`src/rtl/adc_rd_pkg.sv`:
```
package adc_rd_pkg;
    typedef enum logic [1:0] {
        ST_IDLE  = 2'd0,
        ST_FRAME = 2'd1,
        ST_GAP   = 2'd2
    } rd_state_t;

    typedef enum logic [1:0] {
        FK_READ  = 2'd0,
        FK_PWRDN = 2'd1,
        FK_DUMMY = 2'd2
    } frame_kind_t;

    localparam logic OP_READ  = 1'b0;
    localparam logic OP_PWRDN = 1'b1;
endpackage

```
`src/rtl/adc_rd_count.sv`:
```
module adc_rd_count #(
    parameter int W = 4
) (
    input  logic         clk,
    input  logic         rst_n,
    input  logic         clr,
    input  logic         en,
    output logic [W-1:0] q
);
    always_ff @(posedge clk or negedge rst_n) begin
        if (!rst_n)   q <= '0;
        else if (clr) q <= '0;
        else if (en)  q <= q + 1'b1;
    end
endmodule

```
`src/rtl/adc_rd_sclk.sv`:
```
module adc_rd_sclk #(
    parameter int DIV_HALF = 2
) (
    input  logic clk,
    input  logic rst_n,
    input  logic run,
    output logic sclk,
    output logic rise_pulse,
    output logic fall_pulse
);
    logic sclk_q;
    logic wrap;

    generate
        if (DIV_HALF == 1) begin : g_fast
            assign wrap = run;
        end else begin : g_div
            localparam int HW = $clog2(DIV_HALF);
            localparam logic [HW-1:0] HLAST = HW'(DIV_HALF - 1);
            logic [HW-1:0] half_q;
            always_ff @(posedge clk or negedge rst_n) begin
                if (!rst_n)              half_q <= '0;
                else if (!run)           half_q <= '0;
                else if (half_q == HLAST) half_q <= '0;
                else                     half_q <= half_q + 1'b1;
            end
            assign wrap = run && (half_q == HLAST);
        end
    endgenerate

    always_ff @(posedge clk or negedge rst_n) begin
        if (!rst_n)     sclk_q <= 1'b1;
        else if (!run)  sclk_q <= 1'b1;
        else if (wrap)  sclk_q <= ~sclk_q;
    end

    assign sclk       = sclk_q;
    assign rise_pulse = wrap && !sclk_q;
    assign fall_pulse = wrap && sclk_q;
endmodule

```
`src/rtl/adc_rd_shift.sv`:
```
module adc_rd_shift #(
    parameter int W = 16
) (
    input  logic         clk,
    input  logic         rst_n,
    input  logic         shift_en,
    input  logic         din,
    output logic [W-1:0] word_next
);
    logic [W-1:0] sh_q;

    assign word_next = {sh_q[W-2:0], din};

    always_ff @(posedge clk or negedge rst_n) begin
        if (!rst_n)        sh_q <= '0;
        else if (shift_en) sh_q <= word_next;
    end
endmodule

```
`src/rtl/adc_host_reader.sv`:
```
module adc_host_reader
    import adc_rd_pkg::*;
#(
    parameter int DIV_HALF   = 2,
    parameter int QUIET_CYC  = 6,
    parameter int FRAME_BITS = 16,
    parameter int DATA_BITS  = 12,
    parameter int PD_EDGE    = 5
) (
    input  logic                 clk,
    input  logic                 rst_n,
    input  logic                 cmd_valid,
    input  logic                 cmd_op,
    output logic                 cmd_ready,
    output logic                 adc_cs_n,
    output logic                 adc_sclk,
    input  logic                 adc_miso,
    output logic                 result_valid,
    output logic [DATA_BITS-1:0] result_data,
    output logic                 result_err
);
    localparam int LEAD_BITS = FRAME_BITS - DATA_BITS;
    localparam int CW        = $clog2(FRAME_BITS + 1);
    localparam int GW        = $clog2(QUIET_CYC + 1);
    localparam logic [CW-1:0] FULL_LAST = CW'(FRAME_BITS - 1);
    localparam logic [CW-1:0] PD_LAST   = CW'(PD_EDGE - 1);
    localparam logic [GW-1:0] GAP_LAST  = GW'(QUIET_CYC - 1);

    rd_state_t   state_q, state_d;
    frame_kind_t kind_q;
    logic        asleep_q;
    logic        pend_q;

    logic                  run;
    logic                  rise_pulse;
    logic                  fall_pulse;
    logic [CW-1:0]         rise_cnt;
    logic [GW-1:0]         gap_cnt;
    logic [FRAME_BITS-1:0] word_next;
    logic                  accept;
    logic                  frame_end;
    logic                  gap_end;
    logic [CW-1:0]         edge_last;

    adc_rd_sclk #(.DIV_HALF(DIV_HALF)) u_sclk (
        .clk        (clk),
        .rst_n      (rst_n),
        .run        (run),
        .sclk       (adc_sclk),
        .rise_pulse (rise_pulse),
        .fall_pulse (fall_pulse)
    );

    adc_rd_count #(.W(CW)) u_edges (
        .clk   (clk),
        .rst_n (rst_n),
        .clr   (state_q != ST_FRAME),
        .en    (rise_pulse),
        .q     (rise_cnt)
    );

    adc_rd_count #(.W(GW)) u_gap (
        .clk   (clk),
        .rst_n (rst_n),
        .clr   (state_q != ST_GAP),
        .en    (state_q == ST_GAP),
        .q     (gap_cnt)
    );

    adc_rd_shift #(.W(FRAME_BITS)) u_rx (
        .clk       (clk),
        .rst_n     (rst_n),
        .shift_en  (rise_pulse),
        .din       (adc_miso),
        .word_next (word_next)
    );

    assign edge_last = (kind_q == FK_PWRDN) ? PD_LAST : FULL_LAST;
    assign accept    = cmd_valid && (state_q == ST_IDLE);
    assign frame_end = (state_q == ST_FRAME) && rise_pulse && (rise_cnt == edge_last);
    assign gap_end   = (state_q == ST_GAP) && (gap_cnt == GAP_LAST);

    // State register
    always_ff @(posedge clk or negedge rst_n) begin
        if (!rst_n) state_q <= ST_IDLE;
        else        state_q <= state_d;
    end

    // Next state
    always_comb begin
        state_d = state_q;
        unique case (state_q)
            ST_IDLE:  if (accept)    state_d = ST_FRAME;
            ST_FRAME: if (frame_end) state_d = ST_GAP;
            ST_GAP:   if (gap_end)   state_d = pend_q ? ST_FRAME : ST_IDLE;
            default:                 state_d = ST_IDLE;
        endcase
    end

    // Pin outputs
    always_comb begin
        adc_cs_n  = 1'b1;
        cmd_ready = 1'b0;
        run       = 1'b0;
        unique case (state_q)
            ST_IDLE:  cmd_ready = 1'b1;
            ST_FRAME: begin
                adc_cs_n = 1'b0;
                run      = 1'b1;
            end
            ST_GAP:   ;
            default:  ;
        endcase
    end

    // Frame kind, sleep tracking and pending wake-up read
    always_ff @(posedge clk or negedge rst_n) begin
        if (!rst_n) begin
            kind_q   <= FK_READ;
            asleep_q <= 1'b0;
            pend_q   <= 1'b0;
        end else begin
            if (accept) begin
                if (cmd_op == OP_PWRDN) kind_q <= FK_PWRDN;
                else if (asleep_q)      kind_q <= FK_DUMMY;
                else                    kind_q <= FK_READ;
            end else if (gap_end && pend_q) begin
                kind_q <= FK_READ;
            end
            if (frame_end) asleep_q <= (kind_q == FK_PWRDN);
            if (frame_end && kind_q == FK_DUMMY) pend_q <= 1'b1;
            else if (gap_end)                    pend_q <= 1'b0;
        end
    end

    // Result
    always_ff @(posedge clk or negedge rst_n) begin
        if (!rst_n) begin
            result_valid <= 1'b0;
            result_data  <= '0;
            result_err   <= 1'b0;
        end else begin
            result_valid <= frame_end && (kind_q == FK_READ);
            if (frame_end && kind_q == FK_READ) begin
                result_data <= word_next[DATA_BITS-1:0];
                result_err  <= |word_next[FRAME_BITS-1 -: LEAD_BITS];
            end
        end
    end

    logic unused_fall;
    assign unused_fall = fall_pulse;
endmodule

```
`config.mk`:
```
export PLATFORM = sky130hd
export DESIGN_NAME = adc_host_reader
export DESIGN_NICKNAME = d
export VERILOG_FILES = /design/src/rtl/adc_rd_pkg.sv /design/src/rtl/adc_rd_count.sv /design/src/rtl/adc_rd_sclk.sv /design/src/rtl/adc_rd_shift.sv /design/src/rtl/adc_host_reader.sv
export SDC_FILE = /design/constraint.sdc
export NUM_CORES = 1
export LEC_CHECK = 0
export CAP_MARGIN = 25
export CORE_MARGIN = 1.5
export CORE_UTILIZATION = 59
export CTS_BUF_LIST = sky130_fd_sc_hd__clkbuf_16
export DETAILED_ROUTE_END_ITERATION = 6
export HOLD_SLACK_MARGIN = 0.08
export PLACE_DENSITY = 0.88
export SLEW_MARGIN = 20
export SYNTH_ARGS = -nofsm -noshare
export SYNTH_HDL_FRONTEND = slang
export SYNTH_HIERARCHICAL = 1
export SYNTH_SLANG_ARGS = --single-unit
```
`constraint.sdc`:
```
create_clock -name clk -period 5.05 [get_ports clk]
set_clock_uncertainty 0.05 [all_clocks]
set_input_delay 1.01 -clock clk [delete_from_list [all_inputs] [get_ports clk]]
set_output_delay 1.01 -clock clk [all_outputs]
set_load 0.005 [all_outputs]
```
==> metrics.md <==
| Metric | Value |
|---|---|
| Top Ports | 22 |
| Antenna violations before repair | 0 |
| WL/cell | 16.98 µm |
| Reg2reg path depth | 7 |
| DR iter-0 viols | 46 |
| Worst Tran Pin Value | 861.0 ps |
| Die ar. | 3723 µm² |
| CTS Sinks | 45 |
| Die Wd | 61.02 µm |
| Starting density of the core | 0.6348 |
| Core Area | 3128 µm² |
| Reg clk slew, reported paths | 60 ps |
| CTS Root Cell | clkbuf_16 |
| Seq pwr share | 0.532 |
| Max VDD drop | 0.0001951 V |
| Final GP Congestion | 0.7952 |
| Warnings, synthesis | 6 |
| Slowest-stage cell, CP | clkdlybuf4s50_1 |
| CTS HTree Levels | 2 |
| Switching Fraction | 0.2013 |
| TritonCTS clock tree | yes |
| Detail Placement HPWL | 2288 µm |
| Setup_tns | 0 ps |
| First-pass GRT wire length | 5699 µm |
| Crit-path cells | nor2b_1 > inv_1 > clkdlybuf4s50_1 |
| Area grow syn2layout | 17.71% |
| Arrival @ worst endpoint | 1680 ps |
| Inserted Clock Buffers | 5 |
| Class of the worst hold path | flip-flop to flip-flop |
| Post-route setup slack | 2309 ps |
| Post-synth net total | 144 |
| Post-CTS sizing | 0 |
| Max_slew headroom | 0.4260 |
| Critical setup path kind | flip-flop to output port |
| Largest net degree at the start of global routing | 46 |
| Final nets | 168 |
| CP Buf/Inv Count | 2 |
| Pwr dens | 297.4 nW/µm² |
| Final Critical Period | 2741 ps |
| Fillers | 200 |
| NetSw | 139.9 µW |
| Outcome | completed |
| Setup violators final | 0 |
| Total wire length | 3497 µm |
| Buffer levels on the longest clock path | 2 |
| CP endpoint kind | output port |
| Clock network power share | 0.440 |
| Final ANT Viol Nets | 0 |
| Buffers on Ports | 21 |
| Total track usage | 0.2144 |
| Max-slew violation count | 0 |
| Max FO, Critical Path | 9 |
| Fin crit share | 0.5427 |
| Drt pass-1 iters | 4 |
| Hold violation total from the final report | 0 |
| Grt ovf | 0 |
| Vias in the first global route | 1189 |
| Syn avg cell area | 14.49 µm² |
| Pint | 555.3 µW |
| Setup bufs post-CTS | 0 |
| Via count | 1149 |
| Detailed-route DRC error count | 0 |
| Worst EP required | 3990 ps |
| Gate power share | 0.027 |
| Ant diodes | 0 |
| WHS Path Cells | 1 |
| Worst path depth | 3 |
| RSZ-0062 raised after global routing | false |
| Site Rows | 20 |
| Max incr delay on CP | 490 ps |
| Mapped Cells | 137 |
| Hold-fix buffers, CTS | 0 |
| Pre-CTS setup slack | 2461 ps |
| Max Freq | 364.9 MHz |
| Layout cells sized above 1 | 0.2840 |
| Delay-heaviest family, CP | buffers and inverters |
| Via density | 5.578 |
| Die Y | 61.02 µm |
| Clk_lat worst skew | 280 ps |
| Netlist Area Pre-Place | 1986 µm² |
| Max cap viols | 0 |
| Startpoint Class | flip-flop |
| Leak | 0.001116 µW |
-- layout make-up --
cell class | instances | area (µm²) | share of cell area
clock buffers | 5 | 125.1 | 0.05353
repair buffers | 23 | 232.7 | 0.09957
inverters | 4 | 15.01 | 0.006424
flip-flops and latches | 45 | 1127 | 0.4823
clock inverters | 3 | 13.76 | 0.005889
multi-input cells | 82 | 768.2 | 0.3287
well taps | 44 | 55.05 | 0.02355
-- stage by stage --
| step | hold slack (ps) | cells | util | cell area [µm²] | power [µW] |
|---|---|---|---|---|---|
| 6_report | 459.5 | 206 | 0.7472 | 2337 | 695.2 |
| 5_1_grt | 475.8 | 206 | 0.7472 | 2337 | 716.9 |
| 4_1_cts | 461.3 | 205 | 0.7408 | 2317 | 700.5 |
| 3_5_place_dp | 445.6 | 197 | 0.6964 | 2178 | 394.1 |
| 3_3_place_gp | 425.9 | 197 | 0.6964 | 2178 | 392.7 |
| 2_1_floorplan | 415.4 | 137 | - | 1986 | 382.8 |
-- final timing paths --
path	startpoint	to	slack, ps
max reg2reg	state_q[0]$_DFFE_PN0P_	result_data[4]$_DFFE_PN0P_	2330
min in group asynchronous	rst_n	result_valid$_DFF_PN0_	550
min	pend_q$_DFFE_PN0P_	pend_q$_DFFE_PN0P_	460
max	state_q[0]$_DFFE_PN0P_	adc_cs_n	2310
max in group asynchronous	rst_n	u_sclk/sclk$_DFFE_PN1P_	3870
min reg2reg	pend_q$_DFFE_PN0P_	pend_q$_DFFE_PN0P_	460
-- power by group through the flow --
stage | logic, µW | clock network (µW) | registers (µW)
6_report | 19.1 | 306 | 370
3_3_place_gp | 16.9 | 0 | 376
2_1_floorplan | 7.88 | 0 | 375
3_5_place_dp | 17.6 | 0 | 376
4_1_cts | 17.7 | 313 | 370
5_1_grt | 21.6 | 325 | 371
-- registers in the layout, indices dropped and copies added, names as in the netlist --
register,cells
u_rx/sh_q,15
result_data,12
u_edges/q,5
u_gap/q,3
kind_q,2
state_q,2
asleep_q,1
pend_q,1
result_err,1
result_valid,1
u_sclk/g_div.half_q,1
u_sclk/sclk,1
-- placed cells by master (no fill, tap or decap) --
master / instances
a21bo_2: 1
buf_2: 1
nand2_1: 5
mux2_2: 10
and3b_1: 1
nand3_1: 4
or4_1: 1
or3_1: 1
buf_4: 1
o21ai_0: 2
nand4_1: 2
mux2_1: 1
inv_1: 5
mux2i_1: 3
dfrtp_1: 44
ha_1: 2
nor2b_1: 4
o211ai_1: 1
xnor2_1: 3
nor3b_2: 1
and2_1: 1
a21oi_1: 2
and2b_2: 2
nor2_2: 1
nand4b_1: 1
mux2_4: 20
nand3b_1: 2
a32o_1: 1
buf_12: 1
dfstp_2: 1
clkdlybuf4s50_1: 20
clkinv_2: 2
nor2_1: 7
nor4_1: 1
clkbuf_16: 5
o21bai_1: 1
a21bo_1: 1
-- routing by layer --
metal | global-route usage | vias to the layer above | part of all wire
li1 | - | 523 | -
met1 | 0.2597 | 595 | 0.43
met2 | 0.3763 | 26 | 0.53
met3 | 0.05252 | 5 | 0.031
met4 | 0.07143 | 0 | 0.0049
met5 | 0 | - | 0
-- worst reg2reg max path, delay by kind of cell, from the launching register on --
family	cells	cell delay [ps]
flops	1	400
mux	1	440
simple gates	6	1710
Note: power is estimated with default switching activity, not from simulation.
